[src/rtl/nlc_pkg.sv]
package nlc_pkg;

    typedef enum logic [1:0] {
        MS_ARMED  = 2'd0,
        MS_SEEK   = 2'd1,
        MS_SAMPLE = 2'd2,
        MS_PARKED = 2'd3
    } meas_state_t;

    typedef enum logic [1:0] {
        CV_FIXED = 2'd0,
        CV_SUM   = 2'd1,
        CV_MIN3  = 2'd2,
        CV_MAX3  = 2'd3
    } conv_mode_t;

endpackage

[src/rtl/nlc_line_meas.sv]
module nlc_line_meas
    import nlc_pkg::*;
#(
    parameter int DIFF_W   = 8,
    parameter int PIX_LOG2 = 10,
    parameter int SHIFT    = 3,
    parameter int VAL_W    = 7,
    parameter int MAX_W    = 5
) (
    input  logic              clk,
    input  logic              rst_n,
    input  logic              vend_stb,
    input  logic              line_stb,
    input  logic              pix_en,
    input  logic [DIFF_W-1:0] pix_diff,
    input  logic              frame_tick,
    input  logic              line_sel,
    output logic [VAL_W-1:0]  frame_val,
    output logic [MAX_W-1:0]  frame_max
);

    localparam int SUM_W = DIFF_W + PIX_LOG2 + 1;

    meas_state_t       st_q, st_d;
    logic [1:0]        ln_q, ln_d;
    logic [1:0]        target;
    logic [SUM_W-1:0]  acc_q;
    logic [DIFF_W-1:0] pk_q;
    logic [SUM_W:0]    acc_wide;
    logic [SUM_W-1:0]  acc_nx;
    logic [SUM_W-1:0]  acc_sh;
    logic              take;

    assign target = line_sel ? 2'd2 : 2'd1;

    // state register
    always_ff @(posedge clk or negedge rst_n) begin
        if (!rst_n) begin
            st_q <= MS_ARMED;
            ln_q <= '0;
        end else begin
            st_q <= st_d;
            ln_q <= ln_d;
        end
    end

    // next state
    always_comb begin
        st_d = st_q;
        ln_d = ln_q;
        if (frame_tick) begin
            st_d = MS_ARMED;
            ln_d = '0;
        end else begin
            unique case (st_q)
                MS_ARMED: begin
                    if (vend_stb) begin
                        st_d = MS_SEEK;
                        ln_d = '0;
                    end
                end
                MS_SEEK: begin
                    if (line_stb) begin
                        ln_d = ln_q + 2'd1;
                        if (ln_q + 2'd1 == target) st_d = MS_SAMPLE;
                    end
                end
                MS_SAMPLE: begin
                    if (line_stb) st_d = MS_PARKED;
                end
                MS_PARKED: begin
                    st_d = MS_PARKED;
                end
                default: st_d = MS_ARMED;
            endcase
        end
    end

    // outputs: accumulation over the measured line
    assign take     = (st_q == MS_SAMPLE) && pix_en && !line_stb && !frame_tick;
    assign acc_wide = {1'b0, acc_q} + {{(SUM_W + 1 - DIFF_W){1'b0}}, pix_diff};
    assign acc_nx   = acc_wide[SUM_W] ? {SUM_W{1'b1}} : acc_wide[SUM_W-1:0];

    always_ff @(posedge clk or negedge rst_n) begin
        if (!rst_n) begin
            acc_q <= '0;
            pk_q  <= '0;
        end else if (frame_tick) begin
            acc_q <= '0;
            pk_q  <= '0;
        end else if (take) begin
            acc_q <= acc_nx;
            if (pix_diff > pk_q) pk_q <= pix_diff;
        end
    end

    assign acc_sh    = acc_q >> SHIFT;
    assign frame_val = (|acc_sh[SUM_W-1:VAL_W]) ? {VAL_W{1'b1}} : acc_sh[VAL_W-1:0];
    assign frame_max = (|pk_q[DIFF_W-1:MAX_W]) ? {MAX_W{1'b1}} : pk_q[MAX_W-1:0];

    // accumulator moves only while a line is being sampled
    a_r10_acc_quiet: assert property (@(posedge clk) disable iff (!rst_n)
        (st_q != MS_SAMPLE && !frame_tick) |=> $stable(acc_q));

    // sampling is entered only from the line-seeking state
    a_r2_enter_from_seek: assert property (@(posedge clk) disable iff (!rst_n)
        (st_q == MS_SAMPLE && $past(st_q) != MS_SAMPLE) |-> $past(st_q) == MS_SEEK);

endmodule

[src/rtl/nlc_avg_win.sv]
module nlc_avg_win #(
    parameter int VAL_W    = 7,
    parameter int WIN_LOG2 = 3
) (
    input  logic             clk,
    input  logic             rst_n,
    input  logic             push,
    input  logic             single,
    input  logic [VAL_W-1:0] in_val,
    output logic [VAL_W-1:0] avg_nxt,
    output logic [VAL_W-1:0] avg_q
);

    localparam int DEPTH = 1 << WIN_LOG2;
    localparam int SUM_W = VAL_W + WIN_LOG2;

    logic [VAL_W-1:0] slot_q [DEPTH];
    logic [SUM_W-1:0] sum_q, sum_d;

    generate
        for (genvar i = 0; i < DEPTH; i++) begin : g_slot
            if (i == 0) begin : g_head
                always_ff @(posedge clk or negedge rst_n) begin
                    if (!rst_n)    slot_q[i] <= '0;
                    else if (push) slot_q[i] <= in_val;
                end
            end else begin : g_tail
                always_ff @(posedge clk or negedge rst_n) begin
                    if (!rst_n)    slot_q[i] <= '0;
                    else if (push) slot_q[i] <= slot_q[i-1];
                end
            end
        end
    endgenerate

    assign sum_d = sum_q - {{WIN_LOG2{1'b0}}, slot_q[DEPTH-1]}
                         + {{WIN_LOG2{1'b0}}, in_val};
    assign avg_nxt = single ? in_val : sum_d[SUM_W-1:WIN_LOG2];

    always_ff @(posedge clk or negedge rst_n) begin
        if (!rst_n) begin
            sum_q <= '0;
            avg_q <= '0;
        end else if (push) begin
            sum_q <= sum_d;
            avg_q <= avg_nxt;
        end
    end

    // no update without an enabled frame
    a_r8_avg_hold: assert property (@(posedge clk) disable iff (!rst_n)
        !push |=> $stable(avg_q));

    // single-frame mode reports the frame just measured
    a_r4_single_follow: assert property (@(posedge clk) disable iff (!rst_n)
        (push && single) |=> avg_q == $past(in_val));

endmodule

[src/rtl/nlc_hyst_flag.sv]
module nlc_hyst_flag #(
    parameter int VAL_W = 7
) (
    input  logic             clk,
    input  logic             rst_n,
    input  logic             upd,
    input  logic             hyst_sel,
    input  logic [VAL_W-1:0] val,
    input  logic [VAL_W-1:0] thr,
    output logic             flag
);

    localparam int EXT_W = VAL_W + 3;

    logic [EXT_W-1:0] thr_e, t3, t7, rel, val_e;
    logic             above, calm;

    assign thr_e = {3'b000, thr};
    assign val_e = {3'b000, val};
    assign t3    = (thr_e << 1) + thr_e;
    assign t7    = (thr_e << 3) - thr_e;
    assign rel   = hyst_sel ? (t7 >> 3) : (t3 >> 2);
    assign above = val > thr;
    assign calm  = val_e <= rel;

    always_ff @(posedge clk or negedge rst_n) begin
        if (!rst_n)        flag <= 1'b0;
        else if (upd) begin
            if (above)     flag <= 1'b1;
            else if (calm) flag <= 1'b0;
        end
    end

endmodule

[src/rtl/nlc_persist_flag.sv]
module nlc_persist_flag #(
    parameter int VAL_W   = 7,
    parameter int PERSIST = 4
) (
    input  logic             clk,
    input  logic             rst_n,
    input  logic             upd,
    input  logic [VAL_W-1:0] val,
    input  logic [VAL_W-1:0] thr,
    output logic             flag
);

    localparam int CW = $clog2(PERSIST + 1);
    localparam logic [CW-1:0] FULL = CW'(PERSIST);

    logic [CW-1:0] run_q;

    always_ff @(posedge clk or negedge rst_n) begin
        if (!rst_n)           run_q <= '0;
        else if (upd) begin
            if (val > thr)    run_q <= (run_q == FULL) ? run_q : run_q + 1'b1;
            else              run_q <= '0;
        end
    end

    assign flag = (run_q == FULL);

    // the counter never passes the persistence limit
    a_r7_run_bounded: assert property (@(posedge clk) disable iff (!rst_n)
        run_q <= FULL);

endmodule

[src/rtl/nlc_conv.sv]
module nlc_conv
    import nlc_pkg::*;
#(
    parameter int MAX_W  = 5,
    parameter int CONV_W = 6
) (
    input  logic [1:0]        mode,
    input  logic [CONV_W-1:0] base,
    input  logic [MAX_W-1:0]  nmax,
    output logic [CONV_W-1:0] level
);

    localparam int EW = CONV_W + MAX_W + 2;
    localparam logic [EW-1:0] CAP = EW'((1 << CONV_W) - 1);

    conv_mode_t       mode_e;
    logic [EW-1:0]    base_e, max_e, sum_e, tri_e;
    logic [CONV_W-1:0] sum_c, tri_c, lo_c, hi_c;

    assign mode_e = conv_mode_t'(mode);
    assign base_e = EW'(base);
    assign max_e  = EW'(nmax);
    assign sum_e  = base_e + max_e;
    assign tri_e  = (max_e << 1) + max_e;
    assign sum_c  = (sum_e > CAP) ? CAP[CONV_W-1:0] : sum_e[CONV_W-1:0];
    assign tri_c  = (tri_e > CAP) ? CAP[CONV_W-1:0] : tri_e[CONV_W-1:0];
    assign lo_c   = (tri_c < base) ? tri_c : base;
    assign hi_c   = (tri_c > base) ? tri_c : base;

    always_comb begin
        unique case (mode_e)
            CV_FIXED: level = base;
            CV_SUM:   level = sum_c;
            CV_MIN3:  level = lo_c;
            CV_MAX3:  level = hi_c;
            default:  level = base;
        endcase
    end

endmodule

[src/rtl/noise_level_classifier.sv]
module noise_level_classifier #(
    parameter int DIFF_W   = 8,
    parameter int PIX_LOG2 = 10,
    parameter int SHIFT    = 3,
    parameter int VAL_W    = 7,
    parameter int MAX_W    = 5,
    parameter int WIN_LOG2 = 3,
    parameter int PERSIST  = 4,
    parameter int CONV_W   = 6
) (
    input  logic              clk,
    input  logic              rst_n,
    input  logic              vend_stb,
    input  logic              line_stb,
    input  logic              pix_en,
    input  logic [DIFF_W-1:0] pix_diff,
    input  logic              frame_tick,
    input  logic              line_sel,
    input  logic              det_en,
    input  logic              avg_single,
    input  logic              hyst_sel,
    input  logic [VAL_W-1:0]  thr_lo,
    input  logic [VAL_W-1:0]  thr_hi,
    input  logic [CONV_W-1:0] conv_base,
    input  logic [1:0]        conv_mode,
    output logic [VAL_W-1:0]  noise_avg,
    output logic [MAX_W-1:0]  noise_max,
    output logic              flag_lo,
    output logic              flag_hi,
    output logic              blank_flag,
    output logic [CONV_W-1:0] conv_level
);

    logic             upd;
    logic [VAL_W-1:0] frame_val, avg_nxt;
    logic [MAX_W-1:0] frame_max;

    assign upd = frame_tick && det_en;

    nlc_line_meas #(
        .DIFF_W(DIFF_W), .PIX_LOG2(PIX_LOG2), .SHIFT(SHIFT),
        .VAL_W(VAL_W), .MAX_W(MAX_W)
    ) u_meas (
        .clk(clk), .rst_n(rst_n), .vend_stb(vend_stb), .line_stb(line_stb),
        .pix_en(pix_en), .pix_diff(pix_diff), .frame_tick(frame_tick),
        .line_sel(line_sel), .frame_val(frame_val), .frame_max(frame_max)
    );

    nlc_avg_win #(.VAL_W(VAL_W), .WIN_LOG2(WIN_LOG2)) u_win (
        .clk(clk), .rst_n(rst_n), .push(upd), .single(avg_single),
        .in_val(frame_val), .avg_nxt(avg_nxt), .avg_q(noise_avg)
    );

    nlc_hyst_flag #(.VAL_W(VAL_W)) u_flag_lo (
        .clk(clk), .rst_n(rst_n), .upd(upd), .hyst_sel(hyst_sel),
        .val(avg_nxt), .thr(thr_lo), .flag(flag_lo)
    );

    nlc_hyst_flag #(.VAL_W(VAL_W)) u_flag_hi (
        .clk(clk), .rst_n(rst_n), .upd(upd), .hyst_sel(hyst_sel),
        .val(avg_nxt), .thr(thr_hi), .flag(flag_hi)
    );

    nlc_persist_flag #(.VAL_W(VAL_W), .PERSIST(PERSIST)) u_blank (
        .clk(clk), .rst_n(rst_n), .upd(upd),
        .val(avg_nxt), .thr(thr_lo), .flag(blank_flag)
    );

    always_ff @(posedge clk or negedge rst_n) begin
        if (!rst_n)   noise_max <= '0;
        else if (upd) noise_max <= frame_max;
    end

    nlc_conv #(.MAX_W(MAX_W), .CONV_W(CONV_W)) u_conv (
        .mode(conv_mode), .base(conv_base), .nmax(noise_max), .level(conv_level)
    );

    // state leaving reset is all clear
    a_r1_reset_state: assert property (@(posedge clk) disable iff (!rst_n)
        $rose(rst_n) |-> (noise_avg == '0 && noise_max == '0 &&
                          !flag_lo && !flag_hi && !blank_flag));

    // nothing moves without an enabled frame strobe
    a_r8_quiet: assert property (@(posedge clk) disable iff (!rst_n)
        !(frame_tick && det_en) |=> ($stable(flag_lo) && $stable(flag_hi) &&
                                     $stable(blank_flag) && $stable(noise_max)));

    // a flag only rises with the average over its threshold
    a_r5_rise_lo: assert property (@(posedge clk) disable iff (!rst_n)
        $rose(flag_lo) |-> noise_avg > $past(thr_lo));
    a_r5_rise_hi: assert property (@(posedge clk) disable iff (!rst_n)
        $rose(flag_hi) |-> noise_avg > $past(thr_hi));

    // a flag only falls with the average at or below its threshold
    a_r6_fall_lo: assert property (@(posedge clk) disable iff (!rst_n)
        $fell(flag_lo) |-> noise_avg <= $past(thr_lo));
    a_r6_fall_hi: assert property (@(posedge clk) disable iff (!rst_n)
        $fell(flag_hi) |-> noise_avg <= $past(thr_hi));

    // persistent blanking noise implies noise present
    a_r7_blank_implies_lo: assert property (@(posedge clk) disable iff (!rst_n)
        blank_flag |-> flag_lo);

    // ordering of the derived convergence level against its base
    a_r9_sum_not_below: assert property (@(posedge clk) disable iff (!rst_n)
        (conv_mode == 2'd1) |-> conv_level >= conv_base);
    a_r9_min_not_above: assert property (@(posedge clk) disable iff (!rst_n)
        (conv_mode == 2'd2) |-> conv_level <= conv_base);
    a_r9_max_not_below: assert property (@(posedge clk) disable iff (!rst_n)
        (conv_mode == 2'd3) |-> conv_level >= conv_base);

endmodule

[config.mk]
export PLATFORM = sky130hd
export DESIGN_NAME = noise_level_classifier
export DESIGN_NICKNAME = d
export VERILOG_FILES = /design/src/rtl/nlc_pkg.sv /design/src/rtl/nlc_line_meas.sv /design/src/rtl/nlc_avg_win.sv /design/src/rtl/nlc_hyst_flag.sv /design/src/rtl/nlc_persist_flag.sv /design/src/rtl/nlc_conv.sv /design/src/rtl/noise_level_classifier.sv
export SDC_FILE = /design/constraint.sdc
export NUM_CORES = 1
export LEC_CHECK = 0
export ABC_AREA = 1
export BUFFER_PORTS_ARGS = -buffer_cell sky130_fd_sc_hd__buf_2
export CAP_MARGIN = 5
export CELL_PAD_IN_SITES_DETAIL_PLACEMENT = 0
export CELL_PAD_IN_SITES_GLOBAL_PLACEMENT = 1
export CORE_MARGIN = 2
export CORE_UTILIZATION = 49
export CTS_CLUSTER_SIZE = 12
export DETAILED_ROUTE_END_ITERATION = 6
export PLACE_DENSITY_LB_ADDON = 0.1
export SLEW_MARGIN = 5
export SYNTH_ARGS = -nofsm -noshare
export SYNTH_HDL_FRONTEND = slang
export SYNTH_SLANG_ARGS = --single-unit
[constraint.sdc]
create_clock -name clk -period 8.8 [get_ports clk]
set_clock_uncertainty 0.2 [all_clocks]
set_input_delay 0 -clock clk [delete_from_list [all_inputs] [get_ports clk]]
set_output_delay 0 -clock clk [all_outputs]
set_load 0.01 [all_outputs]
# == Word-level counts from Yosys, hierarchy flattened ==
# Cells that the tools add are included.
# op_classes
addsub,11
n_lt_le_gt_ge,9
eq_ne,13
n_mux,33
reduce_logical,21
# op_table
operator,count
$mux 19,3
$mux 8,5
$sub 10x7->10,3
$gt 13x6->1 const B,2
$mux 6,4
$pmux 6 s4,1
$add 19x8->20,1
$le 7x10->1,2
$add 8x7->9,2
$mux 2,9
$add 6x5->7,2
$gt 7x7->1,2
$mux 7,2
$add 10x7->10,1
$ne 3x3->1 const B,3
$reduce_or 9->1,1
$eq 2x2->1 const B,4
$gt 8x8->1,1
$pmux 2 s4,1
$reduce_and 2->1,4
$reduce_bool 2->1,4
$gt 6x6->1,1
$lt 6x6->1,1
$mux 3,2
17 further kinds,26
# totals
reg_bits,114
inputBits,40
elab_cells,105

# == Longest topological paths before layout ==
# Gate-level depths: netlist (run 1).
# depth
depth_word,7
mapped_depth,29
mapped_depth_nobuf,29

# == Modules after synthesis ==
# A second synthesis (run 1) with hierarchy kept.
# unflattened
hier_cells,1407
area_unflattened_um2,9785.6
# modules_own_cells
module,instances,cells_each,area_per_inst_um2,seq_area_each_um2
nlc_avg_win,1,421,3492.1,1826.8
nlc_line_meas,1,376,2555.0,775.7
nlc_hyst_flag,2,177,1053.5,25.0
nlc_conv,1,176,1044.8,0.0
nlc_persist_flag,1,58,389.1,75.1
noise_level_classifier,1,22,197.7,125.1

# == Worst setup path before layout (run 1) ==
# No wires, ideal clock.
# synth_path
kind,reg-to-reg
start,register u_meas.acc_q[13]
end,register u_flag_hi.flag
setup_time_ns,0.129
arrival_time_ns,4.087
required_ns,8.471
slack_ns,4.384
stages_incl_launch_ff,26
period_less_slack_ns,4.416
path_cell_list,dfrtp_1 -> nor3_1 -> nand2_1 -> inv_1 -> nand2_1 -> fa_1 -> fa_1 -> nand3_1 -> nand2_1 -> nand2_1 -> nand2_1 -> a21oi_1 -> inv_1 -> a21oi_1 -> o21ai_1 -> xnor2_1 -> a21boi_0 -> ha_1 -> nand2_1 -> nor2_1 -> a211oi_1 -> nor2_1 -> nor2_1 -> a32oi_1 -> o21ai_0 -> o21ai_0
# synth_between
elab_chain_len,7
# synth_rtl
item,line,text
from (decl),nlc_line_meas.sv:27,logic [SUM_W-1:0] acc_q;
from (signal assigned),nlc_line_meas.sv:92,acc_q <= acc_nx;
$reduce_or 9->1 (*),nlc_line_meas.sv:98,assign frame_val = (|acc_sh[SUM_W-1:VAL_W]) ? {VAL_W{1'b1}} : acc_sh[VAL_W-1:0];
$mux 7 (*),nlc_line_meas.sv:98,
named net frame_val[1],noise_level_classifier.sv:35,"logic [VAL_W-1:0] frame_val, avg_nxt;"
$add 10x7->10 (*),nlc_avg_win.sv:37,"+ {{WIN_LOG2{1'b0}}, in_val};"
$mux 7 (*),nlc_avg_win.sv:38,assign avg_nxt = single ? in_val : sum_d[SUM_W-1:WIN_LOG2];
named net avg_nxt[5],noise_level_classifier.sv:35,
$le 7x10->1 / $gt 7x7->1 (equally long branches),"nlc_hyst_flag.sv:24, nlc_hyst_flag.sv:23",
$reduce_bool 2->1 (no source line),n/a,
$reduce_and 2->1 (no source line),n/a,
to (signal assigned),nlc_hyst_flag.sv:27,if (!rst_n) flag <= 1'b0;
to (signal assigned),nlc_hyst_flag.sv:29,if (above) flag <= 1'b1;
to (signal assigned),nlc_hyst_flag.sv:30,else if (calm) flag <= 1'b0;
to (decl),nlc_hyst_flag.sv:10,output logic flag
# The timed path passes the listed nets; every way through them passes the cells marked *.
# A chain may end at the register's enable or synchronous reset.

# == Final worst setup path (run 1) ==
# layout_path
start,register u_meas.acc_q[18]
end,register u_blank.run_q[2]
# layout_between
elab_chain_len,7
# layout_rtl
item,line,text
$reduce_or 9->1 (*),nlc_line_meas.sv:98,
$mux 7 (*),nlc_line_meas.sv:98,
named net frame_val[2],noise_level_classifier.sv:35,
$add 10x7->10,nlc_avg_win.sv:37,
$mux 7 (*),nlc_avg_win.sv:38,
named net avg_nxt[2],noise_level_classifier.sv:35,
$gt 7x7->1 (*),nlc_persist_flag.sv:21,if (val > thr) run_q <= (run_q == FULL) ? run_q : run_q + 1'b1;
$ne 2x2->1 (no source line),n/a,
$reduce_and 2->1 (no source line),n/a,
to (signal assigned),nlc_persist_flag.sv:21,
to (decl),nlc_persist_flag.sv:16,logic [CW-1:0] run_q;
# Marked as above.

==> metrics.txt, run 1 <==
total grt overflow 0; Layout Nets 1354; hold path depth 4; final hold vios 0; Synth Area in Adders 0.173; row count 48; Synth Flop Type dfrtp_1; layout cells sized above 1 0.0904; multiplexer area fraction after synthesis 0; Iter 0 DRT Violations 317; Worst Hold Class in -> reg; fin cells 1442; post-synthesis compound-gate area fraction 0.153; #FFs+latches synth 114; area grow syn2layout 16.0%; vias in the first global route 7172; hpwl dp 13900 µm; Clock Latency Late Sink 0.41 ns; fillers 1634; CTS tree yes; die height 135 µm; Setup CP Type reg -> reg; CTS resizes 0; drt drc 0; Slew @ Worst Pin 1.12 ns; Synth Area in Simple Gates 0.217; Leak Pwr 5.19 nW; most common cell after layout, fill and taps aside nand2_1; R2R depth 23; Distinct cells, synth 45; status finished, final reports clean; Setup violations, final 0; NetSw 1.03 mW; n_diodes 0; total CTS buffers 17; largest family of logic cells by synthesized area simple AND/OR/NAND/NOR gates; Setup TNS Final 0 ns; period utilisation layout 0.585; multi-input logic area 0.00487 mm²; die area 0.0183 mm²; switch share 0.401; Via Count 7293; Clock Tree Root clkbuf_16; register area 0.00285 mm²; hold wc startpoint frame_tick; worst IR drop on VDD 0.158 mV; Routed WL per cell 13.3 µm; P_int 1.54 mW; Core Area 0.0171 mm²; Worst Path Arrival 5.23 ns; sequential-to-total area share from yosys stat 0.337; GP Congestion 0.829; number of flops mapped to enable cells by yosys 0; mean post-synth cell area 7.51 µm²; Starting Density 0.496; placed insts 1389; reg-to-reg slack, setup 3.66 ns; ys async rst share 1.00; max frequency 0.194 GHz; # port buffers 60; max-slew violations 0; Pre-antenna DRT Iters 6; Worst R2R End u_blank.run_q[2]$_DFFE_PN0P_; DRT antenna net count 0; Post-Synth XOR/XNOR Area 0.0321; antenna violations before repair 0; total clock sinks 114; GRT Total Usage 0.223; clk buf depth 2; synthesized cell area 0.00845 mm²; H-Tree Depth 4; maxcap violations 0; Critical Path Sink Type register; vias per inst 5.06; largest net degree at the start of global routing 84; sequential share of power 0.265; CP Launch Type register; global-route wire length before repair 33000 µm; Reg clk slew, reported paths 0.06 ns; Worst Hold Path EP u_meas.st_q[0]$_DFFE_PN0P_; Pwr Density 262 mW/mm²; RSZ-0062 raised after global routing no; data required time at the worst endpoint 8.88 ns; Clock power frac 0.275; die width 135 µm; most frequent cells in the layout 291 x nand2_1, 163 x inv_1, 116 x o21ai_0; I/O pins 61; slew margin rel. 0.251; Syn. warnings 0; crit path time final 5.14 ns; Comb pwr share 0.460; worst reg2reg startpoint u_meas.acc_q[18]$_DFFE_PN0P_; Tot Pwr 2.57 mW; Syn Inst Count 1126; routed wire length 19200 µm; Post-Synthesis Net Count 1276; CP Max Fanout 6
cell usage after synthesis (5+ instances only):
cell / count / area [µm²]
nor2_1: 67 / 251
nor3_1: 13 / 65.1
nand2_1: 292 / 1100
o21ai_0: 116 / 581
xnor2_1: 6 / 52.6
ha_1: 98 / 1230
inv_1: 163 / 612
fa_1: 12 / 240
clkbuf_1: 25 / 93.8
nand3_1: 39 / 195
dfrtp_1: 114 / 2850
o31ai_1: 6 / 45.0
nand4_1: 21 / 131
xor2_1: 25 / 219
o21ai_1: 26 / 130
a31oi_1: 5 / 31.3
a21oi_1: 55 / 275
cells by family (layout without fill, tap and decap cells):
group                      Yosys count  count (layout)
and+or+nand+nor                    442             442
AOI/OAI and AO/OA                  236             236
buffers and inverters              193             284
DFF                                114             114
adders and majority gates          110             110
xor gates and xnor gates            31              31
per-stage QoR:
step / area, µm² / hold WS (ns) / util / worst slack (ns)
after floorplan: 8450 / -0.496 / - / 4.38
after global placement: 8970 / -0.181 / 0.526 / 3.81
after detailed placement: 8970 / -0.182 / 0.526 / 3.67
after CTS: 9800 / 0.00850 / 0.575 / 3.65
after global routing: 9800 / 0.0610 / 0.575 / 3.17
final: 9800 / 0.0285 / 0.575 / 3.66
registers in the layout, indices dropped and copies added, names as in the netlist, 2 cells and up:
signal	flops
noise_max	5
u_win.avg_q	7
u_meas.acc_q	19
u_win.slot_q	56
u_win.sum_q	10
u_blank.run_q	3
u_meas.pk_q	8
u_meas.ln_q	2
u_meas.st_q	2
worst max path at each step:
| stage | startpoint | cells after the start | end |
|---|---|---|---|
| after floorplan | u_meas.acc_q[13]$_DFFE_PN0P_ | 25 | u_flag_hi.flag$_DFFE_PN0P_ |
| after global placement | u_meas.acc_q[18]$_DFFE_PN0P_ | 23 | u_blank.run_q[1]$_DFFE_PN0P_ |
| after detailed placement | u_meas.acc_q[18]$_DFFE_PN0P_ | 23 | u_blank.run_q[2]$_DFFE_PN0P_ |
| after CTS | u_meas.acc_q[18]$_DFFE_PN0P_ | 23 | u_blank.run_q[2]$_DFFE_PN0P_ |
| after global routing | u_meas.acc_q[18]$_DFFE_PN0P_ | 27 | u_flag_hi.flag$_DFFE_PN0P_ |
| final | u_meas.acc_q[18]$_DFFE_PN0P_ | 23 | u_blank.run_q[2]$_DFFE_PN0P_ |
per-layer routing:
metal | vias up | GRT usage | wire length, µm
met4 | 0 | 0.0608 | 155
met2 | 88 | 0.376 | 9240
li1 | 3864 | - | -
met1 | 3329 | 0.301 | 9340
met3 | 12 | 0.0314 | 437
met5 | - | 0 | 0
cell type report:
| class | instances | area share |
|---|---|---|
| timing repair buffer | 86 | 0.0572 |
| sequential | 114 | 0.291 |
| clock buffer | 20 | 0.0466 |
| clock inverter | 12 | 0.0160 |
| inverter | 166 | 0.0636 |
| multi-input combinational | 819 | 0.497 |
| tap | 225 | 0.0287 |
critical path, stage by stage (launching register included):
cell and delay (ns):
dfrtp_1 0.40, inv_1 0.11, nand4_1 0.12, nor2_1 0.21, nand2_1 0.10, inv_1 0.17, nand2_1 0.14, fa_1 0.46
ha_1 0.35, or2_1 0.24, nand2_1 0.11, nor2_1 0.05, nor2_1 0.11, xor2_1 0.09, o21ai_0 0.71, ha_1 0.39
a21oi_1 0.15, o21ai_0 0.10, a221oi_1 0.24, o21ai_0 0.17, nand2_1 0.09, o21ai_0 0.12, nand2_1 0.12, o21ai_0 0.08
repair_timing:
action	4_1_cts	5_1_grt
hold buffers	21	0
buffers inserted	0	0
endpoints found under the hold margin	53	0
setup endpoints to repair	0	0
power by group through the flow:
stage          sequential [mW]  clock [mW]  combinational [mW]
2_1_floorplan            0.685           0               0.855
3_3_place_gp             0.690           0                1.15
3_5_place_dp             0.690           0                1.17
4_1_cts                  0.682       0.722                1.19
5_1_grt                  0.695       0.745                1.38
6_report                 0.681       0.708                1.18
Power figures use the tool's default switching activity.
==> inputs of run 2 (changes only) <==
--- a/config.mk
+++ b/config.mk
@@ -5,13 +5,13 @@
 export SDC_FILE = /design/constraint.sdc
 export NUM_CORES = 1
 export LEC_CHECK = 0
-export ABC_AREA = 1
+export ABC_AREA = 0
 export BUFFER_PORTS_ARGS = -buffer_cell sky130_fd_sc_hd__buf_2
 export CAP_MARGIN = 5
 export CELL_PAD_IN_SITES_DETAIL_PLACEMENT = 0
 export CELL_PAD_IN_SITES_GLOBAL_PLACEMENT = 1
 export CORE_MARGIN = 2
-export CORE_UTILIZATION = 49
+export CORE_UTILIZATION = 47
 export CTS_CLUSTER_SIZE = 12
 export DETAILED_ROUTE_END_ITERATION = 6
 export PLACE_DENSITY_LB_ADDON = 0.1
==> constraint.sdc (replaced) <==
create_clock -name clk -period 5.15 [get_ports clk]
set_clock_uncertainty 0.2 [all_clocks]
set_input_delay 0 -clock clk [delete_from_list [all_inputs] [get_ports clk]]
set_output_delay 0 -clock clk [all_outputs]
set_load 0.01 [all_outputs]
==> run 2 against run 1 <==
  * Final area decreased by 1.7%
  * Synthesized area decreased by 3.1%
  * Wire length decreased by 7.4%
  * Setup slack got worse by 3.4 ns
  * Critical path type unchanged
  * Non-clock buffer count increased by 10
  * Worst hold slack improved by 0.0097 ns
  * Die area increased by 1.0%
  * Maximum frequency increased by 5.1%
  * Largest cell class unchanged
  * Sequential cell count unchanged
  * Global-route usage decreased by 1.5 points
  * Combinational power increased by 46%
==> metrics.txt, run 2 <==
maxcap violations 0 (unchanged); die area 0.0185 mm² (+1.0%); data required time at the worst endpoint 5.24 ns (-3.64 ns); Routed WL per cell 14.1 µm (+6.4%); #FFs+latches synth 114 (unchanged); Slew @ Worst Pin 0.981 ns (-0.139 ns); crit path time final 4.89 ns (-0.251 ns); status finished, final reports clean; Leak Pwr 4.90 nW (-5.6%); Worst Hold Class in -> reg; max frequency 0.204 GHz (+5.1%); multi-input logic area 0.00502 mm² (+3.1%); largest cells by area after synthesis dfrtp_1 35%, ha_1 15%, nand2_1 8.9%; Setup CP Type reg -> reg; # port buffers 60 (unchanged); Reg clk slew, reported paths 0.05 ns (about the same); n_diodes 0 (unchanged); vias per inst 5.20 (+2.9%); fillers 1648 (+0.86%); synthesized cell area 0.00819 mm² (-3.1%); Top reg by flops u_win.slot_q; Layout Nets 1168 (-14%); CP Max Fanout 5 (-1); R2R depth 18 (-22%); max-slew violations 0 (unchanged); final core utilization 0.561 (-0.0135); biggest regs u_win.slot_q: 56 flops, u_meas.acc_q: 19 flops, u_win.sum_q: 10 flops; Syn. warnings 0 (unchanged); Worst Path Arrival 4.99 ns (-0.24 ns); H-Tree Depth 4 (unchanged); period utilisation layout 0.950 (+0.366); Iter 0 DRT Violations 350 (+10%); most common cell after layout, fill and taps aside nand2_1; antenna violations before repair 0 (unchanged); total grt overflow 0 (unchanged); Starting Density 0.477 (-0.0185); global-route wire length before repair 30700 µm (-7.1%); P_int 2.51 mW (+63%); slew margin rel. 0.346 (+0.0957); vias in the first global route 6395 (-11%); Worst R2R End u_blank.run_q[1]$_DFFE_PN0P_; die width 136 µm (+0.51%); Clock Latency Late Sink 0.42 ns (about the same); Post-Synthesis Net Count 1084 (-15%); Syn Inst Count 934 (-17%); reg-to-reg slack, setup 0.26 ns (-3.40 ns); clk buf depth 2 (unchanged); worst IR drop on VDD 0.249 mV (+57%); Core Area 0.0172 mm² (+0.70%); Hold Slack 0.0382 ns (+0.00969 ns); layout cells sized above 1 0.138 (+0.0473); Distinct cells, synth 63 (+40%); Pwr Density 411 mW/mm² (+57%); hold wc startpoint pix_en; placed insts 1197 (-14%); switch share 0.367 (-0.0339); area leader, netlist dfrtp_1; routed wire length 17800 µm (-7.4%); most numerous cell in the Yosys netlist nand2_1; Synth top cells by count 195 x nand2_1, 114 x dfrtp_1, 98 x ha_1; total CTS buffers 17 (unchanged); I/O pins 61 (unchanged); row count 48 (unchanged); Clock power frac 0.299 (+0.024); Critical Path Sink Type register; DRT antenna net count 0 (unchanged); Clock Tree Root clkbuf_16; final hold vios 0 (unchanged); ys async rst share 1.00 (unchanged); most frequent cells in the layout 194 x nand2_1, 114 x dfrtp_1, 98 x ha_1; largest net degree at the start of global routing 76 (-9.5%); register area 0.00285 mm² (unchanged); drt drc 0 (unchanged); Worst Hold Path EP u_meas.acc_q[10]$_DFFE_PN0P_; GRT Total Usage 0.208 (-0.0146); Setup violations, final 0 (unchanged); die height 136 µm (+0.51%); max reg flops 56 (unchanged); Via Count 6536 (-10%); Pre-antenna DRT Iters 4 (-2); share of the synthesized area in the top cell type 0.348 (+0.0107); GP Congestion 0.856 (+3.2%); hpwl dp 12600 µm (-9.0%); NetSw 1.45 mW (+41%); mean post-synth cell area 8.77 µm² (+17%); CP Launch Type register; fin cells 1256 (-13%); Tot Pwr 3.96 mW (+54%); Synth Flop Type dfrtp_1; sequential-to-total area share from yosys stat 0.348 (+0.0107); area grow syn2layout 17.6%; total clock sinks 114 (unchanged); worst reg2reg startpoint u_meas.acc_q[12]$_DFFE_PN0P_; hold path depth 4 (unchanged); Comb pwr share 0.435 (-0.025); CTS tree yes; sequential share of power 0.266 (about the same); number of flops mapped to enable cells by yosys 0 (unchanged)
[run 2: cell count changes in the layout (fill, tap and decap cells not counted), sizes merged, moves of 14 or more]
cell and change:
inv -98, o21ai -97, nand2 -96, nand3 -27, xnor2 +23, mux2i +17, nor2 -16, nor2b +15
o21a +14
[run 2: routing by layer]
metal	vias up	wire length, µm	track usage	part of all wire
met5	-	0	0	0
met4	0	234	0.0619	0.013
met3	13	496	0.0395	0.028
met2	65	7990	0.328	0.45
met1	3070	9040	0.291	0.51
li1	3388	-	-	-
[run 2: worst max-delay path by stage]
stage / start / to / slack [ns] / depth (start not counted)
final: u_meas.acc_q[12]$_DFFE_PN0P_ / u_blank.run_q[1]$_DFFE_PN0P_ / 0.26 / 18
after global routing: u_meas.acc_q[12]$_DFFE_PN0P_ / u_blank.run_q[1]$_DFFE_PN0P_ / -0.02 / 18
after CTS: u_meas.acc_q[18]$_DFFE_PN0P_ / u_blank.run_q[0]$_DFFE_PN0P_ / 0.09 / 18
after detailed placement: u_meas.acc_q[18]$_DFFE_PN0P_ / u_blank.run_q[0]$_DFFE_PN0P_ / 0.11 / 18
after global placement: u_meas.acc_q[18]$_DFFE_PN0P_ / u_blank.run_q[1]$_DFFE_PN0P_ / 0.17 / 18
after floorplan: u_meas.acc_q[18]$_DFFE_PN0P_ / u_blank.run_q[1]$_DFFE_PN0P_ / 0.47 / 18
[run 2: cell families (layout without fill, tap and decap cells)]
| logic type | Yosys count | in the layout | synth area share |
|---|---|---|---|
| AO/OA/AOI/OAI | 190 | 190 | 0.150 |
| XOR/XNOR | 42 | 42 | 0.0449 |
| adder cells (fa/ha/maj) | 110 | 110 | 0.179 |
| buffers and inverters | 96 | 193 | 0.0441 |
| flip-flops | 114 | 114 | 0.348 |
| multiplexers | 30 | 30 | 0.0402 |
| AND/OR/NAND/NOR | 352 | 352 | 0.193 |
[run 2: what timing repair did]
| item | CTS | global route |
|---|---|---|
| hold endpoints to repair | 99 | 0 |
| hold buffers | 26 | 0 |
| gates resized for setup | 0 | 6 |
| setup endpoints to repair | 0 | 5 |
| setup buffers | 0 | 1 |
[run 2: cell type report]
class                           instances  area share
Multi-Input combinational cell        724       0.521
Clock buffer                           19      0.0470
Timing Repair Buffer                   96      0.0662
Sequential cell                       114       0.296
Clock inverter                         13      0.0152
Tap cell                              225      0.0292
Inverter                               65      0.0253
[run 2: metrics by stage]
stage / setup WS (ns) / TNS, ns / area (µm²)
2_1_floorplan: 0.473 / 0 / 8190
3_3_place_gp: 0.171 / 0 / 8750
3_5_place_dp: 0.106 / 0 / 8750
4_1_cts: 0.0874 / 0 / 9610
5_1_grt: -0.0157 / -0.0228 / 9640
6_report: 0.257 / 0 / 9640
[run 2: worst max-delay path, cell delays in order (launching register included)]
cell and delay (ns):
dfrtp_1 0.42, nor4_4 0.33, nand3_2 0.16, or2_2 0.35, fa_1 0.51, fa_2 0.43, a21o_1 0.18, a21oi_2 0.17
xnor2_1 0.10, mux2_2 0.35, ha_1 0.31, nor2b_1 0.13, o21a_1 0.16, o21a_1 0.16, o211ai_1 0.14, a21boi_0 0.11
o22a_2 0.26, a21oi_1 0.19, o22ai_1 0.10
[run 2: power groups by stage]
stage / Clock, mW / Sequential, mW / Combinational [mW]
6_report: 1.19 / 1.05 / 1.72
5_1_grt: 1.26 / 1.07 / 1.98
4_1_cts: 1.21 / 1.06 / 1.73
3_5_place_dp: 0 / 1.07 / 1.71
3_3_place_gp: 0 / 1.07 / 1.69
2_1_floorplan: 0 / 1.07 / 1.24
